**src/rtl/muldiv_pkg.sv**
```systemverilog
package muldiv_pkg;
  typedef enum logic {
    MD_MUL = 1'b0,
    MD_DIV = 1'b1
  } md_op_e;
endpackage

```
**src/rtl/muldiv_seq_ctrl.sv**
```systemverilog
module muldiv_seq_ctrl #(
  parameter int W = 16
) (
  input  logic clk,
  input  logic rst_n,
  input  logic start,
  output logic busy,
  output logic done
);
  localparam int CW = $clog2(W + 1);
  localparam logic [CW-1:0] STEPS = CW'(W);
  localparam logic [CW-1:0] ONE   = CW'(1);

  logic [CW-1:0] cnt_q;

  always_ff @(posedge clk) begin
    if (!rst_n) begin
      busy  <= 1'b0;
      done  <= 1'b0;
      cnt_q <= '0;
    end else begin
      done <= 1'b0;
      if (start) begin
        busy  <= 1'b1;
        cnt_q <= STEPS;
      end else if (busy) begin
        cnt_q <= cnt_q - ONE;
        if (cnt_q == ONE) begin
          busy <= 1'b0;
          done <= 1'b1;
        end
      end
    end
  end
endmodule

```
**src/rtl/muldiv_step.sv**
```systemverilog
module muldiv_step
  import muldiv_pkg::*;
#(
  parameter int W = 16
) (
  input  md_op_e       op,
  input  logic [W-1:0] hi,
  input  logic [W-1:0] lo,
  input  logic [W-1:0] opnd,
  output logic [W-1:0] hi_nx,
  output logic [W-1:0] lo_nx
);
  logic [W:0] mul_sum;
  logic [W:0] div_sh;
  logic [W:0] div_d;
  logic       div_ge;

  always_comb begin
    // multiply: conditional add into the upper half, then shift the pair right
    mul_sum = {1'b0, hi} + (lo[0] ? {1'b0, opnd} : '0);
    // divide: shift the partial remainder left, trial-subtract the divisor
    div_sh  = {hi, lo[W-1]};
    div_d   = {1'b0, opnd};
    div_ge  = (div_sh >= div_d);
    if (op == MD_MUL) begin
      hi_nx = mul_sum[W:1];
      lo_nx = {mul_sum[0], lo[W-1:1]};
    end else begin
      hi_nx = div_ge ? W'(div_sh - div_d) : div_sh[W-1:0];
      lo_nx = {lo[W-2:0], div_ge};
    end
  end
endmodule

```
**src/rtl/md_read_port.sv**
```systemverilog
module md_read_port #(
  parameter int W = 16
) (
  input  logic         rd_valid,
  input  logic         busy,
  input  logic [W-1:0] acc,
  output logic         rd_ready,
  output logic [W-1:0] rd_data
);
  always_comb begin
    rd_ready = !busy;
    rd_data  = (rd_valid && rd_ready) ? acc : '0;
  end
endmodule

```
**src/rtl/muldiv_acc.sv**
```systemverilog
module muldiv_acc
  import muldiv_pkg::*;
#(
  parameter int W = 16
) (
  input  logic         clk,
  input  logic         rst_n,
  input  logic         req_valid,
  output logic         req_ready,
  input  logic         req_op,
  input  logic [W-1:0] req_a,
  input  logic [W-1:0] req_b_reg,
  input  logic [W-1:0] req_b_imm,
  input  logic         req_use_imm,
  output logic         busy,
  output logic         done,
  input  logic         hi_rd_valid,
  output logic         hi_rd_ready,
  output logic [W-1:0] hi_rd_data,
  input  logic         lo_rd_valid,
  output logic         lo_rd_ready,
  output logic [W-1:0] lo_rd_data
);
  logic         start;
  md_op_e       op_q;
  logic [W-1:0] hi_q, lo_q, opnd_q;
  logic [W-1:0] hi_nx, lo_nx;

  assign req_ready = !busy;
  assign start     = req_valid && req_ready;

  muldiv_seq_ctrl #(.W(W)) ctrl_i (
    .clk   (clk),
    .rst_n (rst_n),
    .start (start),
    .busy  (busy),
    .done  (done)
  );

  muldiv_step #(.W(W)) step_i (
    .op    (op_q),
    .hi    (hi_q),
    .lo    (lo_q),
    .opnd  (opnd_q),
    .hi_nx (hi_nx),
    .lo_nx (lo_nx)
  );

  // the working shift registers double as the accumulator pair
  always_ff @(posedge clk) begin
    if (!rst_n) begin
      hi_q   <= '0;
      lo_q   <= '0;
      opnd_q <= '0;
      op_q   <= MD_MUL;
    end else if (start) begin
      hi_q   <= '0;
      lo_q   <= req_a;
      opnd_q <= req_use_imm ? req_b_imm : req_b_reg;
      op_q   <= md_op_e'(req_op);
    end else if (busy) begin
      hi_q <= hi_nx;
      lo_q <= lo_nx;
    end
  end

  md_read_port #(.W(W)) hi_port_i (
    .rd_valid (hi_rd_valid),
    .busy     (busy),
    .acc      (hi_q),
    .rd_ready (hi_rd_ready),
    .rd_data  (hi_rd_data)
  );

  md_read_port #(.W(W)) lo_port_i (
    .rd_valid (lo_rd_valid),
    .busy     (busy),
    .acc      (lo_q),
    .rd_ready (lo_rd_ready),
    .rd_data  (lo_rd_data)
  );
endmodule

```
**config.mk**
```make
export PLATFORM = sky130hd
export DESIGN_NAME = muldiv_acc
export DESIGN_NICKNAME = d
export VERILOG_FILES = /design/src/rtl/muldiv_pkg.sv /design/src/rtl/muldiv_seq_ctrl.sv /design/src/rtl/muldiv_step.sv /design/src/rtl/md_read_port.sv /design/src/rtl/muldiv_acc.sv
export SDC_FILE = /design/constraint.sdc
export NUM_CORES = 1
export LEC_CHECK = 0
export ABC_AREA = 1
export BUFFER_PORTS_ARGS = -buffer_cell sky130_fd_sc_hd__buf_4
export CAP_MARGIN = 20
export CORE_MARGIN = 2
export CORE_UTILIZATION = 25
export CTS_CLUSTER_DIAMETER = 30
export DETAILED_ROUTE_END_ITERATION = 12
export GPL_ROUTABILITY_DRIVEN = 0
export PLACE_DENSITY_LB_ADDON = 0.3
export SKIP_CTS_REPAIR_TIMING = 1
export SLEW_MARGIN = 5
export SYNTH_ARGS = -nofsm -noshare
export SYNTH_HDL_FRONTEND = slang
export SYNTH_SLANG_ARGS = --single-unit
```
**constraint.sdc**
```tcl
create_clock -name clk -period 5.9 [get_ports clk]
set_clock_uncertainty 0.1 [all_clocks]
set_input_delay 1.18 -clock clk [delete_from_list [all_inputs] [get_ports clk]]
set_output_delay 1.18 -clock clk [all_outputs]
set_load 0.03 [all_outputs]
```
== Word-level counts from Yosys, hierarchy flattened ==
Cells that the tools add are included.

* Add/subtract/negate cells: 3
* Eq/ne operators: 1
* Bitwise operators: 2
* Muxes and demuxes: 15
* Reduce and logical (&&, ||, !) cells: 7
* Magnitude comparators: 1

{| class="wikitable"
|+ Operator list
! kind !! count
|-
| $mux W16 || 9
|-
| $add A16 B16 Y17 || 1
|-
| $ge A17 B16 Y1 || 1
|-
| $sub A16 B16 Y16 || 1
|-
| $mux W5 || 2
|-
| $eq A5 B1 Y1 const B || 1
|-
| $sub A5 B1 Y5 const B || 1
|-
| $mux W1 || 4
|-
| $logic_and A1 B1 Y1 || 3
|-
| $reduce_or A3 Y1 || 1
|-
| $not A1 Y1 || 2
|-
| $reduce_bool A2 Y1 || 1
|-
| $reduce_or A2 Y1 || 1
|-
| $logic_not A1 Y1 || 1
|}

* Output and inout bits: 37
* Register bits after elaboration: 56
* Bits of input ports: 55
* Word-level logic and storage cells: 37

== Longest topological paths before layout ==
Gate-level depths: netlist (run 1).

* Word-level depth: 5
* Mapped depth: 17
* Gate-level depth less buffers: 16

== By module ==
A second synthesis (run 1) with hierarchy kept.

* Cells, all modules: 956
* Area, all modules: 5496.5 um^2

{| class="wikitable"
|+ By module, submodules not included
! module !! cells each !! area each (um^2) !! instances
|-
| muldiv_step || 524 || 2613.8 || 1
|-
| muldiv_acc || 320 || 2214.6 || 1
|-
| md_read_port || 35 || 176.4 || 2
|-
| muldiv_seq_ctrl || 42 || 315.3 || 1
|}

== Worst setup path after synthesis (run 1) ==
OpenSTA, ideal clock, no wires.

* Path kind: input -> output
* Start: input hi_rd_valid
* End: output hi_rd_data[10]
* Arrival time: 1928 ps
* Path buffers: 1
* Data required time: 4620 ps
* Cell stages on the path: 3
* Slack: 2692 ps
* Cell sequence: nand2_1 > clkbuf_1 > nor2_1

* Longest elaborated chain between the ends: 2

{| class="wikitable"
|+ Ends and longest elaborated chain
! element !! RTL line !! text
|-
| start: declaration || muldiv_acc.sv:17 || <nowiki>input logic hi_rd_valid,</nowiki>
|-
| $logic_and A1 B1 Y1 || md_read_port.sv:12 || <nowiki>rd_data = (rd_valid && rd_ready) ? acc : '0;</nowiki>
|-
| $mux W16 || md_read_port.sv:12 ||
|-
| end: declaration || muldiv_acc.sv:19 || <nowiki>output logic [W-1:0] hi_rd_data,</nowiki>
|}

No other way between the ends.

== Final worst setup path (run 1) ==
* Start: input hi_rd_valid
* End: output hi_rd_data[1]

The elaborated chain is that of the path after synthesis.

==> out/summary.txt, run 1 <==
status = finished clean
CP max stage cell = nand2_1
DIE AREA = 21500 sq um
Syn Std Cell Area = 5090 sq um
TritonRoute pass-1 iters = 5
cell repeated most along the worst path = buf_4
CP Launch Type = input pin
Design Area, Final = 6150 sq um
# IOs = 92
total chip power = 1.19 mW
area delta synth->final = 20.8%
Data arrival, critical path = 2160 ps
post-synth top area cell = dfxtp_1
DRT Wirelength = 17400 um
crit path capture type = primary output
final setup fails = 0
ANT nets after route = 0
DIE WIDTH = 147 um
Port Buf Inserts = 91
Root Driver = clkbuf_16
worst endpoint required time = 4620 ps
RSZ-0062 raised after global routing = false
critical path fanouts, max = 16
TritonCTS buffer count = 5
drt via density = 4.70
Final Hold Viols = 0
Netlist cell types = 39
Post-Syn Instances = 836
max_cap viols = 0
CTS tree = built
Leak = 2.93 nW
layout cells sized above 1 = 16.3%
multiplexer share of the synthesized area = 0%
Worst-Margin Slew = 845 ps
post-synth top area share = 22.0%
main combinational cell family by area after synthesis = simple AND/OR/NAND/NOR gates
Synth area leaders = dfxtp_1 22%, nand2_1 16%, inv_1 9.0%, ha_1 8.4%, nor2_1 7.2%
Starting Density = 25.3%
GRT overflow = 0
Core ar. = 20100 sq um
Synth Warn # = 0
die outline height = 147 um
Post-Synth XOR/XNOR Area = 1.21%
Worst path max stage delay = 420 ps
Synth Area in Adders = 9.15%
row count = 52
clk_lat worst skew = 310 ps
area of placed instances = 5980 sq um
crit path kind = in2out
Num Clock Sinks = 56
syn nets = 927
synthesis-stage register bit count = 56
complex-gate fraction of the synthesized area = 17.6%
# diodes = 0
clk slew on worst S/H paths = 80 ps
Rel. slew slack = 43.5%
vias = 5532
minimum clock period after layout = 3440 ps
Cell Pwr Density = 193 nW/um^2
period utilisation layout = 58.4%
CP Cell Sequence = buf_4, nand2_1, nor2_1, buf_4
First DRT Iteration DRCs = 342
Post-route DRC = 0
Longest Clk Path Bufs = 2
antenna violations before repair = 0
register area share after synthesis = 22.0%
Routed wire per std cell = 14.8 um
first-pass GRT wire length = 28800 um
setup tns final = 0 ps
final net count = 996
HP Class = reg2reg
Peak VDD IR = 0.107 mV
Mean Syn Cell Area = 6.08 sq um
largest net degree at the start of global routing = 60
Post-Synth Simple-Gate Area = 36.5%
dpl hpwl = 13500 um
CTS H-tree lvls = 2
vias in the first global route = 5437
Max Clk Rate = 290 MHz
Max Slew Vio Count = 0
total global-route track usage = 16.6%
## report_power, final
group	internal, mW	switching, mW
logic	0.137	0.261
clock network	0.203	0.159
registers	0.401	0.0237
total	0.741	0.444
## cells in the final DEF, fill, tap and decap left out, types with 8 or more instances in the layout
| cell | netlist | layout |
|---|---|---|
| nand2_1 | 212 | 212 |
| inv_1 | 122 | 122 |
| nor2_1 | 98 | 97 |
| buf_4 | 7 | 96 |
| nand3_1 | 56 | 56 |
| dfxtp_1 | 56 | 55 |
| a21oi_1 | 51 | 51 |
| o21ai_0 | 48 | 48 |
| ha_1 | 34 | 34 |
| nand4_1 | 15 | 15 |
| o32ai_1 | 15 | 15 |
| nand3_2 | 13 | 13 |
| a31oi_1 | 8 | 8 |
## cells by family after synthesis
family	count (synthesis)
and+or+nand+nor	420
buffers and inverters	166
AOI/OAI and AO/OA	151
DFF	56
adders and majority gates	36
xor gates and xnor gates	7
## per-stage QoR
step / std cells / utilization [%] / setup slack (ps) / hold WS (ps)
floorplan: 836 / - / 2690 / 343
CTS: 1176 / 30.6 / 2420 / 381
finish: 1176 / 30.6 / 2460 / 382
global placement: 1167 / 29.6 / 2470 / 362
global route: 1176 / 30.6 / 2320 / 410
detailed placement: 1168 / 29.7 / 2430 / 366
## final timing paths
check,slack [ps],from,cells after the start,to
worst max register to register,3210,lo_q[0],12,hi_q[9]
worst max-delay path,2460,hi_rd_valid,4,hi_rd_data[1]
worst min register to register,380,ctrl_i.cnt_q[4],1,ctrl_i.cnt_q[4]
worst min-delay path,380,ctrl_i.cnt_q[4],1,ctrl_i.cnt_q[4]
## critical path: cells and delay by family
family                 cells  cell delay (ps)
buffers and inverters      2              280
AND/OR/NAND/NOR            2              710
## cell type report
cell class / instances / area (sq um)
sequential: 56 / 1120
tap: 270 / 338
multi-input combinational: 614 / 3280
clock inverter: 2 / 38.8
timing repair buffer: 97 / 748
clock buffer: 6 / 129
fill: 2297 / 14000
inverter: 131 / 492
## Yosys cell counts
master and instances:
nor2_4 3, xnor2_1 1, nand2_1 212, xor2_1 6
nand2_4 1, o211ai_1 3, o21a_1 1, nand3_4 1
or2_2 1, a21oi_1 51, nand3_2 13, nand3_1 56
a221oi_1 4, and2_1 2, buf_6 2, a31oi_1 8
buf_12 1, inv_2 6, o22ai_1 3, o21ai_1 4
dfxtp_1 56, nand3b_1 1, o32ai_1 15, ha_1 34
nand2_2 6, clkinv_1 3, a211oi_1 4, inv_1 122
buf_2 7, o21ai_0 48, buf_4 7, a21o_1 3
nor3_1 7, nor2_2 4, clkbuf_1 18, nor2_1 98
fa_1 2, a21oi_2 7, nand4_1 15
## state kept, by name (all words and copies together), names as in the netlist
register / count
hi_q: 16
lo_q: 16
ctrl_i.busy: 1
ctrl_i.cnt_q: 5
opnd_q: 16
op_q: 1
ctrl_i.done: 1
## per-layer routing
metal	part of all wire (%)	GRT usage [%]
met5	0	0
met4	2.2	4.71
met3	6.0	3.38
met2	45	26.8
met1	47	22.4
No activity file was read; power rests on OpenSTA's default activity.
==> run 2: changes to the inputs <==
==> constraint.sdc (replaced) <==
create_clock -name clk -period 3.36 [get_ports clk]
set_clock_uncertainty 0.1 [all_clocks]
set_input_delay 0.672 -clock clk [delete_from_list [all_inputs] [get_ports clk]]
set_output_delay 0.672 -clock clk [all_outputs]
set_load 0.03 [all_outputs]
==> out/summary.txt, run 2 (synthesis results as in run 1) <==
status = finished clean
first-pass GRT wire length = 28900 um
DIE AREA = 21500 sq um
Clock power frac = 28.9%
drt via density = 4.72
row count = 52
CTS H-tree lvls = 2
Top Registers = hi_q x16, lo_q x16, opnd_q x16
ANT nets after route = 0
Design Area, Final = 6140 sq um
TritonCTS buffer count = 5
period utilisation layout = 86.9%
area of placed instances = 5990 sq um
minimum clock period after layout = 2920 ps
final net count = 1000
Routed wire per std cell = 15.0 um
die outline height = 147 um
Max Slew Vio Count = 0
critical path fanouts, max = 18
crit path capture type = flip-flop
CP Launch Type = flip-flop
vias in the first global route = 5415
Sw Share = 39.3%
Reg2Reg Depth = 12
FF-to-FF Start = lo_q[0]
commonest cells after routing, fill and taps aside = 212 x nand2_1, 122 x inv_1, 101 x buf_4, 97 x nor2_1, 56 x nand3_1
Cell Pwr Density = 330 nW/um^2
DRT Wirelength = 17700 um
final setup fails = 0
dpl hpwl = 13800 um
Sequential Power Share = 36.9%
# IOs = 92
Peak VDD IR = 0.219 mV
Min Hold Slack = 377 ps
First DRT Iteration DRCs = 454
Cell Int Power = 1.23 mW
Post-route DRC = 0
combinational power share = 34.2%
Worst-Margin Slew = 848 ps
Max Clk Rate = 343 MHz
TritonRoute pass-1 iters = 5
Filler cells = 2290
R2R setup slack = 440 ps
critical path launch point = lo_q[0]
antenna violations before repair = 0
Hold Path Stages = 1
Longest Clk Path Bufs = 2
Starting Density = 25.3%
DIE WIDTH = 147 um
setup tns final = 0 ps
CTS tree = built
reg-to-reg endpoint = hi_q[9]
Port Buf Inserts = 91
vias = 5565
NetSw = 798 uW
leading cell type in the layout, fill and taps excluded = nand2_1
crit path kind = reg2reg
area delta synth->final = 20.7%
worst endpoint required time = 3510 ps
clk slew on worst S/H paths = 80 ps
Data arrival, critical path = 3070 ps
total global-route track usage = 16.7%
max_cap viols = 0
Critical Path Sink = hi_q[9]
Leak = 2.93 nW
Core ar. = 20100 sq um
RSZ-0062 raised after global routing = false
Root Driver = clkbuf_16
largest net degree at the start of global routing = 37
# diodes = 0
Final Hold Viols = 0
layout cells sized above 1 = 16.8%
Rel. slew slack = 43.4%
Num Clock Sinks = 56
clk_lat worst skew = 310 ps
HP Class = reg2reg
GRT overflow = 0
## run 2: worst min path at each step
stage	endpoint	from
floorplan	ctrl_i.cnt_q[4]	ctrl_i.cnt_q[4]
global placement	ctrl_i.cnt_q[4]	ctrl_i.cnt_q[4]
detailed placement	ctrl_i.cnt_q[4]	ctrl_i.cnt_q[4]
CTS	ctrl_i.cnt_q[4]	ctrl_i.cnt_q[4]
global route	ctrl_i.cnt_q[4]	ctrl_i.cnt_q[4]
finish	ctrl_i.cnt_q[4]	ctrl_i.cnt_q[4]
## run 2: worst max-delay path: stages, from the launching register on
cell	delay, ps
dfxtp_1	880
nand2_1	200
inv_1	110
ha_1	300
a21oi_1	370
inv_1	70
o21ai_0	280
nand3_1	110
nand2_1	70
nand3_1	70
nand3_1	110
nand2_1	60
a21oi_2	120
## run 2: power by group through the flow
| stage | Combinational [mW] | Sequential (mW) | Clock, mW |
|---|---|---|---|
| 6_report | 0.693 | 0.749 | 0.586 |
| 5_1_grt | 0.780 | 0.756 | 0.614 |
| 4_1_cts | 0.695 | 0.749 | 0.592 |
| 3_5_place_dp | 0.691 | 0.765 | 0 |
| 3_3_place_gp | 0.695 | 0.764 | 0 |
| 2_1_floorplan | 0.524 | 0.741 | 0 |
## run 2: layout make-up
class                   count  area [sq um]  area share (%)
well taps                 270           338            5.50
flip-flops and latches     56          1120            18.3
inverters                 131           492            8.01
clock inverters             3          25.0           0.408
repair buffers            101           758            12.4
multi-input cells         614          3280            53.4
clock buffers               5           125            2.04
## run 2: stage by stage
| stage | std cells | power [mW] | util [%] | setup slack [ps] |
|---|---|---|---|---|
| 5_1_grt | 1180 | 2.15 | 30.5 | 167 |
| 4_1_cts | 1180 | 2.04 | 30.5 | 456 |
| 2_1_floorplan | 836 | 1.27 | - | 999 |
| 3_5_place_dp | 1172 | 1.46 | 29.8 | 484 |
| 6_report | 1180 | 2.03 | 30.5 | 441 |
| 3_3_place_gp | 1172 | 1.46 | 29.8 | 465 |
## run 2: per-layer routing
layer | track usage [%] | share of wire [%] | vias to the layer above
met4 | 3.35 | 1.4 | 0
li1 | - | - | 2862
met1 | 23.0 | 47 | 2469
met3 | 2.88 | 7.1 | 17
met2 | 27.3 | 45 | 217
met5 | 0 | 0 | -
